[src/rtl/pattern_lut_pkg.sv]
`timescale 1ns/1ps
package pattern_lut_pkg;

    localparam int STATE_W = 3;
    localparam int ADDR_W  = 1 + STATE_W;   // {serial bit, current state}
    localparam int WORD_W  = 1 + STATE_W;   // {match, next state}
    localparam int DEPTH   = 1 << ADDR_W;

    typedef enum logic [STATE_W-1:0] {
        ST_IDLE     = 3'd0,
        ST_GOT0     = 3'd1,
        ST_GOT01    = 3'd2,
        ST_GOT011   = 3'd3,
        ST_GOT0110  = 3'd4,
        ST_GOT01101 = 3'd5,
        ST_FULL     = 3'd6
    } det_state_t;

    // One table word for a given address; evaluated at elaboration only.
    function automatic logic [WORD_W-1:0] lut_entry(input logic [ADDR_W-1:0] addr);
        logic                  din;
        logic [STATE_W-1:0]    cur;
        logic [STATE_W-1:0]    nxt;
        din = addr[ADDR_W-1];
        cur = addr[STATE_W-1:0];
        case (cur)
            ST_IDLE:     nxt = din ? ST_IDLE     : ST_GOT0;
            ST_GOT0:     nxt = din ? ST_GOT01    : ST_IDLE;
            ST_GOT01:    nxt = din ? ST_GOT011   : ST_IDLE;
            ST_GOT011:   nxt = din ? ST_IDLE     : ST_GOT0110;
            ST_GOT0110:  nxt = din ? ST_GOT01101 : ST_IDLE;
            ST_GOT01101: nxt = din ? ST_FULL     : ST_IDLE;
            ST_FULL:     nxt = din ? ST_IDLE     : ST_GOT0110;  // overlap
            default:     nxt = ST_IDLE;                          // spare code
        endcase
        return {(nxt == ST_FULL), nxt};
    endfunction

endpackage

[src/rtl/pattern_lut_rom.sv]
`timescale 1ns/1ps
// Fixed lookup table, unregistered address, contents computed at elaboration.
module pattern_lut_rom
    import pattern_lut_pkg::*;
#(
    parameter int AW = ADDR_W,
    parameter int DW = WORD_W
) (
    input  logic [AW-1:0] rd_addr,
    output logic [DW-1:0] rd_word
);
    localparam int N_WORDS = 1 << AW;

    logic [DW-1:0] table_w [N_WORDS];

    for (genvar a = 0; a < N_WORDS; a++) begin : g_word
        assign table_w[a] = lut_entry(a[AW-1:0]);
    end

    assign rd_word = table_w[rd_addr];
endmodule

[src/rtl/pattern_lut_oreg.sv]
`timescale 1ns/1ps
// Output register of the table; powers up to INIT since no reset exists.
module pattern_lut_oreg #(
    parameter int          W    = 4,
    parameter logic [W-1:0] INIT = '0
) (
    input  logic         clk,
    input  logic [W-1:0] d,
    output logic [W-1:0] q
);
    logic [W-1:0] q_r = INIT;

    always_ff @(posedge clk) begin
        q_r <= d;
    end

    assign q = q_r;
endmodule

[src/rtl/pattern_lut_detector.sv]
`timescale 1ns/1ps
module pattern_lut_detector
    import pattern_lut_pkg::*;
(
    input  logic clk,
    input  logic serial_in,
    output logic match
);
    localparam logic [WORD_W-1:0] POWER_UP = {1'b0, ST_IDLE};

    logic [STATE_W-1:0] state_q;
    logic [ADDR_W-1:0]  lut_addr;
    logic [WORD_W-1:0]  lut_word;
    logic [WORD_W-1:0]  reg_word;

    // Address: incoming bit on top, fed-back state below.
    assign lut_addr = {serial_in, state_q};

    pattern_lut_rom #(
        .AW (ADDR_W),
        .DW (WORD_W)
    ) rom_i (
        .rd_addr (lut_addr),
        .rd_word (lut_word)
    );

    pattern_lut_oreg #(
        .W    (WORD_W),
        .INIT (POWER_UP)
    ) oreg_i (
        .clk (clk),
        .d   (lut_word),
        .q   (reg_word)
    );

    assign state_q = reg_word[STATE_W-1:0];
    assign match   = reg_word[WORD_W-1];
endmodule

[config.mk]
export PLATFORM = sky130hd
export DESIGN_NAME = pattern_lut_detector
export DESIGN_NICKNAME = d
export VERILOG_FILES = /design/src/rtl/pattern_lut_pkg.sv /design/src/rtl/pattern_lut_rom.sv /design/src/rtl/pattern_lut_oreg.sv /design/src/rtl/pattern_lut_detector.sv
export SDC_FILE = /design/constraint.sdc
export NUM_CORES = 1
export LEC_CHECK = 0
export ABC_CLOCK_PERIOD_IN_PS = 3600
export BUFFER_PORTS_ARGS = -buffer_cell sky130_fd_sc_hd__clkbuf_2
export CORE_AREA = 2 2 39 41
export DETAILED_ROUTE_END_ITERATION = 10
export DIE_AREA = 0 0 41 43
export PLACE_DENSITY = 0.3
export SYNTH_ARGS = -nofsm -noshare
export SYNTH_HDL_FRONTEND = slang
export SYNTH_SLANG_ARGS = --single-unit
[constraint.sdc]
create_clock -name clk -period 3.6 [get_ports clk]
set_clock_uncertainty 0.2 [all_clocks]
set_input_delay 0.36 -clock clk [delete_from_list [all_inputs] [get_ports clk]]
set_output_delay 0.36 -clock clk [all_outputs]
set_load 0.01 [all_outputs]
==> impl_metrics.env, run 1 <==
export IMPL_worstSetupStartpointType="flip-flop"
export IMPL_cap_violations=0
export IMPL_layout_worst_path_cycle_share=0.392
export IMPL_cts_root_buf="sky130_fd_sc_hd__clkbuf_4"
export IMPL_drt_iter0_markers=1
export IMPL_net_switching_fraction_of_the_power=0.318
export IMPL_cts_tree="yes"
export IMPL_global_route_usage_over_all_layers=0.0562
export IMPL_post_layout_total_power_uw=185
export IMPL_run_status="complete, no violations"
export IMPL_power_density_nw_per_um2=708
export IMPL_rows=14
export IMPL_yosys_register_bits=4
export IMPL_cts_buffers=3
export IMPL_coreArea_um2=1380
export IMPL_vdd_ir_drop_max_mv=0.186
export IMPL_globalRouteOverflowTotal=0
export IMPL_power_net_switching_uw=58.9
export IMPL_critical_path_max_fanout=3
export IMPL_syn_to_final_growth_pct=25.2
export IMPL_setup_total_negative_slack_ps=0
export IMPL_yosys_warnings=0
export IMPL_place_hpwl_um=267
export IMPL_cts_buffer_depth=2
export IMPL_timing_setup_critical_path_class="reg2reg"
export IMPL_synth_enable_flop_cells=0
export IMPL_clock_transition_at_the_register_clock_pins_on_the_worst_setup_and_hold_paths_after_cts_ps=40
export IMPL_post_drt_wl_per_cell_um=8.15
export IMPL_cp_arrival_ps=1340
export IMPL_htree_num_levels=1
export IMPL_fp_dieArea_um2=1760
export IMPL_detail_route_drc_violations=0
export IMPL_initial_antenna_violation_count=0
export IMPL_endpoints_failing_hold=0
export IMPL_maxClockFrequency_mhz=708
export IMPL_finish_net_count=33
export IMPL_synth_cell_types=12
export IMPL_first_global_vias=153
export IMPL_cts_hold_buffers=0
export IMPL_slew_limit_headroom=0.845
export IMPL_worst_hold_path_type="in2reg"
export IMPL_floorplan_die_height_um=43
export IMPL_layout_drive_gt1_share=0.240
export IMPL_post_synth_most_frequent_cells="sky130_fd_sc_hd__dfxtp_1 (4), sky130_fd_sc_hd__ha_1 (4), sky130_fd_sc_hd__inv_1 (2), sky130_fd_sc_hd__nor2b_1 (2)"
export IMPL_port_buffers=2
export IMPL_cts_repair_resize_count=0
export IMPL_largest_reg_flops=4
export IMPL_wire_length_of_the_first_global_routing_pass_um=607
export IMPL_detailroute_via_count=152
export IMPL_grt_setup_unrepaired="no"
export IMPL_post_synth_inst_count=20
export IMPL_post_cts_buffers=0
export IMPL_postRouteWirelength_um=334
export IMPL_yosysTopAreaCell="sky130_fd_sc_hd__dfxtp_1"
export IMPL_setup_viol_count_final=0
export IMPL_internal_power_uw=126
export IMPL_clock_insertion_delay_worst_skew_ps=230
export IMPL_clockPowerShare=0.294
export IMPL_ys_seq_area_frac=0.383
export IMPL_floorplan_io_pins=3
export IMPL_filler_cell_count=156
export IMPL_number_of_max_slew_violations_in_the_final_report=0
export IMPL_clock_sink_count=4
export IMPL_synth_net_count=26
export IMPL_die_width_um=41
export IMPL_starting_density_of_the_core=0.151
export IMPL_seq_power_share=0.410
export IMPL_synthesis_area_per_instance_um2=10.4
export IMPL_asyncSetResetFlopFracSynth=0
export IMPL_ys_top_cells_by_area="sky130_fd_sc_hd__dfxtp_1 (38%), sky130_fd_sc_hd__ha_1 (24%), sky130_fd_sc_hd__nor2b_1 (6.0%)"
export IMPL_critical_path_required_ps=3520
export IMPL_period_minus_slack_ps=1410
export IMPL_timing_critical_path_to_type="flip-flop"
export IMPL_pwr_share_comb=0.296
export IMPL_yosysTopAreaCellShare=0.383
export IMPL_ys_flop_type="sky130_fd_sc_hd__dfxtp_1"
export IMPL_worstMarginPinSlew_ps=232
export IMPL_drtAntennaViolNets=0
export IMPL_syn_area_um2=209
export IMPL_detailedRoute_firstPassIterationCount=2
export IMPL_leakage_nw=0.119
export IMPL_maximum_number_of_pins_on_one_net_before_global_route_repair=8
export IMPL_antenna_cells_inserted=0
export IMPL_avgViaCountPerCell=3.71
export IMPL_gp_congestion=0.632
-- cells by family (layout without fill, tap and decap cells) --
kind of cell | count (synthesis) | count (layout) | share of synthesized area
flops | 4 | 4 | 0.383
fa+ha+maj | 4 | 4 | 0.240
compound gates | 2 | 2 | 0.0898
buf+inv | 2 | 7 | 0.0359
xor+xnor | 1 | 1 | 0.0419
mux | 1 | 1 | 0.0479
simple gates | 6 | 6 | 0.162
-- final timing paths --
path                             startpoint          end  slack [ps]  cells after the start
worst max-delay path            oreg_i.q[0]  oreg_i.q[2]        2190                      4
worst min register to register  oreg_i.q[1]  oreg_i.q[2]         390                      2
worst min-delay path              serial_in  oreg_i.q[1]         240                      2
worst max register to register  oreg_i.q[0]  oreg_i.q[2]        2190                      4
-- worst max-delay path: stages, from the launching register on --
cell,delay [ps]
sky130_fd_sc_hd__dfxtp_1,370
sky130_fd_sc_hd__inv_1,80
sky130_fd_sc_hd__ha_1,210
sky130_fd_sc_hd__or2_1,220
sky130_fd_sc_hd__a32o_1,230
-- power groups by stage --
stage | logic [mW] | clock network [mW] | registers (mW)
global route | 0.0650 | 0.0622 | 0.0785
detailed placement | 0.0565 | 0 | 0.0767
global placement | 0.0555 | 0 | 0.0764
finish | 0.0548 | 0.0544 | 0.0759
floorplan | 0.0455 | 0 | 0.0718
CTS | 0.0562 | 0.0576 | 0.0760
-- final cells by class --
class / count / area (um2) / area share
flip-flops and latches: 4 / 80.1 / 0.306
clock buffers: 3 / 22.5 / 0.0861
inverters: 2 / 7.51 / 0.0287
repair buffers: 2 / 10.0 / 0.0383
multi-input cells: 14 / 121 / 0.464
well taps: 16 / 20.0 / 0.0766
-- per-layer routing --
metal  share of wire  vias up  global-route usage
li1                -       76                   -
met1            0.48       71              0.0579
met2            0.45        3              0.0719
met3           0.021        2              0.0314
met4           0.051        0              0.0600
met5               0        -                   0
-- cell usage in the layout (no fill, tap or decap) --
| cell type | synthesis | final |
|---|---|---|
| sky130_fd_sc_hd__nor2b_1 | 2 | 2 |
| sky130_fd_sc_hd__a32o_1 | 1 | 1 |
| sky130_fd_sc_hd__nor2_1 | 1 | 1 |
| sky130_fd_sc_hd__clkbuf_2 | 0 | 2 |
| sky130_fd_sc_hd__nand2_1 | 1 | 1 |
| sky130_fd_sc_hd__a22o_1 | 1 | 1 |
| sky130_fd_sc_hd__and3_2 | 1 | 1 |
| sky130_fd_sc_hd__or2_1 | 1 | 1 |
| sky130_fd_sc_hd__mux2i_1 | 1 | 1 |
| sky130_fd_sc_hd__xnor2_1 | 1 | 1 |
| sky130_fd_sc_hd__clkbuf_4 | 0 | 3 |
| sky130_fd_sc_hd__dfxtp_1 | 4 | 4 |
| sky130_fd_sc_hd__inv_1 | 2 | 2 |
| sky130_fd_sc_hd__ha_1 | 4 | 4 |
-- metrics by stage --
step           setup slack [ps]  cell area (um2)  std cells   util  hold WS [ps]
2_1_floorplan              2260              209         20      -           288
6_report                   2190              262         41  0.189           241
3_5_place_dp               2170              239         38  0.173           387
3_3_place_gp               2190              239         38  0.173           376
5_1_grt                    2100              262         41  0.189           259
4_1_cts                    2170              262         41  0.189           238
Note: power is estimated with default switching activity, not from simulation.
==> run 2: changes to the inputs <==
--- a/config.mk
+++ b/config.mk
@@ -5,7 +5,8 @@
 export SDC_FILE = /design/constraint.sdc
 export NUM_CORES = 1
 export LEC_CHECK = 0
-export ABC_CLOCK_PERIOD_IN_PS = 3600
+export ABC_AREA = 1
+export ABC_CLOCK_PERIOD_IN_PS = 1300
 export BUFFER_PORTS_ARGS = -buffer_cell sky130_fd_sc_hd__clkbuf_2
 export CORE_AREA = 2 2 39 41
 export DETAILED_ROUTE_END_ITERATION = 10
==> constraint.sdc (replaced) <==
create_clock -name clk -period 1.3 [get_ports clk]
set_clock_uncertainty 0.2 [all_clocks]
set_input_delay 0.13 -clock clk [delete_from_list [all_inputs] [get_ports clk]]
set_output_delay 0.13 -clock clk [all_outputs]
set_load 0.01 [all_outputs]
==> impl_metrics.env, run 2 <==
export IMPL_post_drt_wl_per_cell_um=7.60
export IMPL_floorplan_die_height_um=43
export IMPL_htree_num_levels=1
export IMPL_first_global_vias=169
export IMPL_asyncSetResetFlopFracSynth=0
export IMPL_synth_cell_types=8
export IMPL_postRouteWirelength_um=395
export IMPL_period_minus_slack_ps=1180
export IMPL_globalRouteOverflowTotal=0
export IMPL_worst_hold_path_type="reg2reg"
export IMPL_internal_power_uw=329
export IMPL_cts_repair_resize_count=0
export IMPL_worstSetupStartpointType="flip-flop"
export IMPL_die_width_um=41
export IMPL_post_layout_total_power_uw=511
export IMPL_finish_net_count=44
export IMPL_net_switching_fraction_of_the_power=0.356
export IMPL_clock_insertion_delay_worst_skew_ps=240
export IMPL_maxClockFrequency_mhz=847
export IMPL_synth_net_count=36
export IMPL_sequence_of_cells_on_the_critical_path="inv_1 > ha_1 > nand3_1 > o21ai_1"
export IMPL_initial_antenna_violation_count=0
export IMPL_run_status="complete, no violations"
export IMPL_cts_buffers=3
export IMPL_wire_length_of_the_first_global_routing_pass_um=696
export IMPL_final_common_cell="sky130_fd_sc_hd__nand2_1"
export IMPL_cp_arrival_ps=1100
export IMPL_leakage_nw=0.145
export IMPL_ys_top_cells_by_area="sky130_fd_sc_hd__dfxtp_1 (37%), sky130_fd_sc_hd__ha_1 (23%), sky130_fd_sc_hd__nand2_1 (15%)"
export IMPL_place_area_um2=249
export IMPL_wl_met3_um=29
export IMPL_detailroute_via_count=185
export IMPL_syn_area_um2=219
export IMPL_floorplan_io_pins=3
export IMPL_setup_total_negative_slack_ps=0
export IMPL_clock_sink_count=4
export IMPL_max_stage_delay_cell_worst_path="sky130_fd_sc_hd__dfxtp_1"
export IMPL_cts_tree="yes"
export IMPL_vdd_ir_drop_max_mv=0.588
export IMPL_power_density_nw_per_um2=1810
export IMPL_layout_worst_path_cycle_share=0.908
export IMPL_cap_violations=0
export IMPL_finalNonFillerCells=52
export IMPL_slowest_delay_ps=360
export IMPL_post_route_cell_area_um2=282
export IMPL_layout_drive_gt1_share=0.167
export IMPL_gp_congestion=0.695
export IMPL_number_of_max_slew_violations_in_the_final_report=0
export IMPL_setup_ws_ps=120
export IMPL_synth_enable_flop_cells=0
export IMPL_synthesis_area_per_instance_um2=7.30
export IMPL_worstMarginPinSlew_ps=168
export IMPL_port_buffers=2
export IMPL_endpoints_failing_hold=0
export IMPL_cts_root_buf="sky130_fd_sc_hd__clkbuf_4"
export IMPL_cts_hold_buffers=1
export IMPL_antenna_cells_inserted=0
export IMPL_crit_family="flip-flops"
export IMPL_maximum_number_of_pins_on_one_net_before_global_route_repair=6
export IMPL_ys_seq_area_frac=0.366
export IMPL_yosysTopAreaCellShare=0.366
export IMPL_post_synth_inst_count=30
export IMPL_synth_most_common_cell="sky130_fd_sc_hd__nand2_1"
export IMPL_yosys_register_bits=4
export IMPL_coreArea_um2=1380
export IMPL_detailedRoute_firstPassIterationCount=4
export IMPL_seq_power_share=0.374
export IMPL_critical_path_max_fanout=3
export IMPL_post_synth_most_frequent_cells="sky130_fd_sc_hd__nand2_1 (9), sky130_fd_sc_hd__inv_1 (6), sky130_fd_sc_hd__dfxtp_1 (4), sky130_fd_sc_hd__ha_1 (4), sky130_fd_sc_hd__nand3_1 (4)"
export IMPL_pwr_share_comb=0.312
export IMPL_drtAntennaViolNets=0
export IMPL_global_route_usage_over_all_layers=0.0673
export IMPL_avgViaCountPerCell=3.56
export IMPL_place_inst=48
export IMPL_starting_density_of_the_core=0.158
export IMPL_route_met2_wl_um=179
export IMPL_largest_reg_flops=4
export IMPL_rows=14
export IMPL_cts_buffer_depth=2
export IMPL_yosysTopAreaCell="sky130_fd_sc_hd__dfxtp_1"
export IMPL_whs_ps=328
export IMPL_ys_flop_type="sky130_fd_sc_hd__dfxtp_1"
export IMPL_clockPowerShare=0.314
export IMPL_setup_viol_count_final=0
export IMPL_yosys_warnings=0
export IMPL_timing_setup_critical_path_class="reg2reg"
export IMPL_place_hpwl_um=299
export IMPL_detail_route_drc_violations=0
export IMPL_clock_transition_at_the_register_clock_pins_on_the_worst_setup_and_hold_paths_after_cts_ps=40
export IMPL_drt_iter0_markers=2
export IMPL_layout_cells_most_common_list="sky130_fd_sc_hd__nand2_1 (9), sky130_fd_sc_hd__inv_1 (6), sky130_fd_sc_hd__nand3_1 (4), sky130_fd_sc_hd__ha_1 (4), sky130_fd_sc_hd__dfxtp_1 (4)"
export IMPL_timing_critical_path_to_type="flip-flop"
export IMPL_top_layer_used="met3"
export IMPL_slew_limit_headroom=0.888
export IMPL_post_cts_buffers=0
export IMPL_grt_setup_unrepaired="no"
export IMPL_final_core_util=0.203
export IMPL_critical_path_required_ps=1220
export IMPL_syn_to_final_growth_pct=28.6
export IMPL_fp_dieArea_um2=1760
export IMPL_place_ws_ps=115
export IMPL_cp_num_buf_inv=1
export IMPL_power_net_switching_uw=182
export IMPL_detail_route_wirelength_met1_um=186
run 2: power groups by stage:
stage	sequential [mW]	clock [mW]	combinational (mW)
finish	0.191	0.160	0.159
global placement	0.194	0	0.162
CTS	0.192	0.165	0.165
detailed placement	0.194	0	0.161
global route	0.196	0.177	0.194
floorplan	0.187	0	0.124
run 2: worst paths after layout:
path                                   from           to  slack [ps]  depth (start not counted)
worst max-delay path            oreg_i.q[0]  oreg_i.q[1]         120                          4
worst min register to register  oreg_i.q[2]  oreg_i.q[2]         330                          2
worst min-delay path            oreg_i.q[2]  oreg_i.q[2]         330                          2
worst max register to register  oreg_i.q[0]  oreg_i.q[1]         120                          4
run 2: kinds of logic after synthesis:
kind of cell | count (synthesis) | synth area share
AO/OA/AOI/OAI | 1 | 0.0228
flip-flops | 4 | 0.366
buffers and inverters | 7 | 0.120
adder cells (fa/ha/maj) | 4 | 0.229
AND/OR/NAND/NOR | 14 | 0.263
run 2: area by class of cell:
cell class / count / area (um2)
repair buffers: 3 / 20.0
flip-flops and latches: 4 / 80.1
fillers: 163 / 1100
inverters: 7 / 26.3
multi-input cells: 19 / 113
well taps: 16 / 20.0
clock buffers: 3 / 22.5
run 2: per-layer routing:
layer / vias to the layer above / track usage
li1: 101 / -
met1: 80 / 0.0740
met2: 4 / 0.0719
met3: 0 / 0.0628
met4: 0 / 0.0600
met5: - / 0
run 2: worst register-to-register path: stages, from the launching register on:
cell                      delay (ps)
sky130_fd_sc_hd__dfxtp_1         360
sky130_fd_sc_hd__inv_1            70
sky130_fd_sc_hd__ha_1            280
sky130_fd_sc_hd__nand3_1          80
sky130_fd_sc_hd__o21ai_1          60
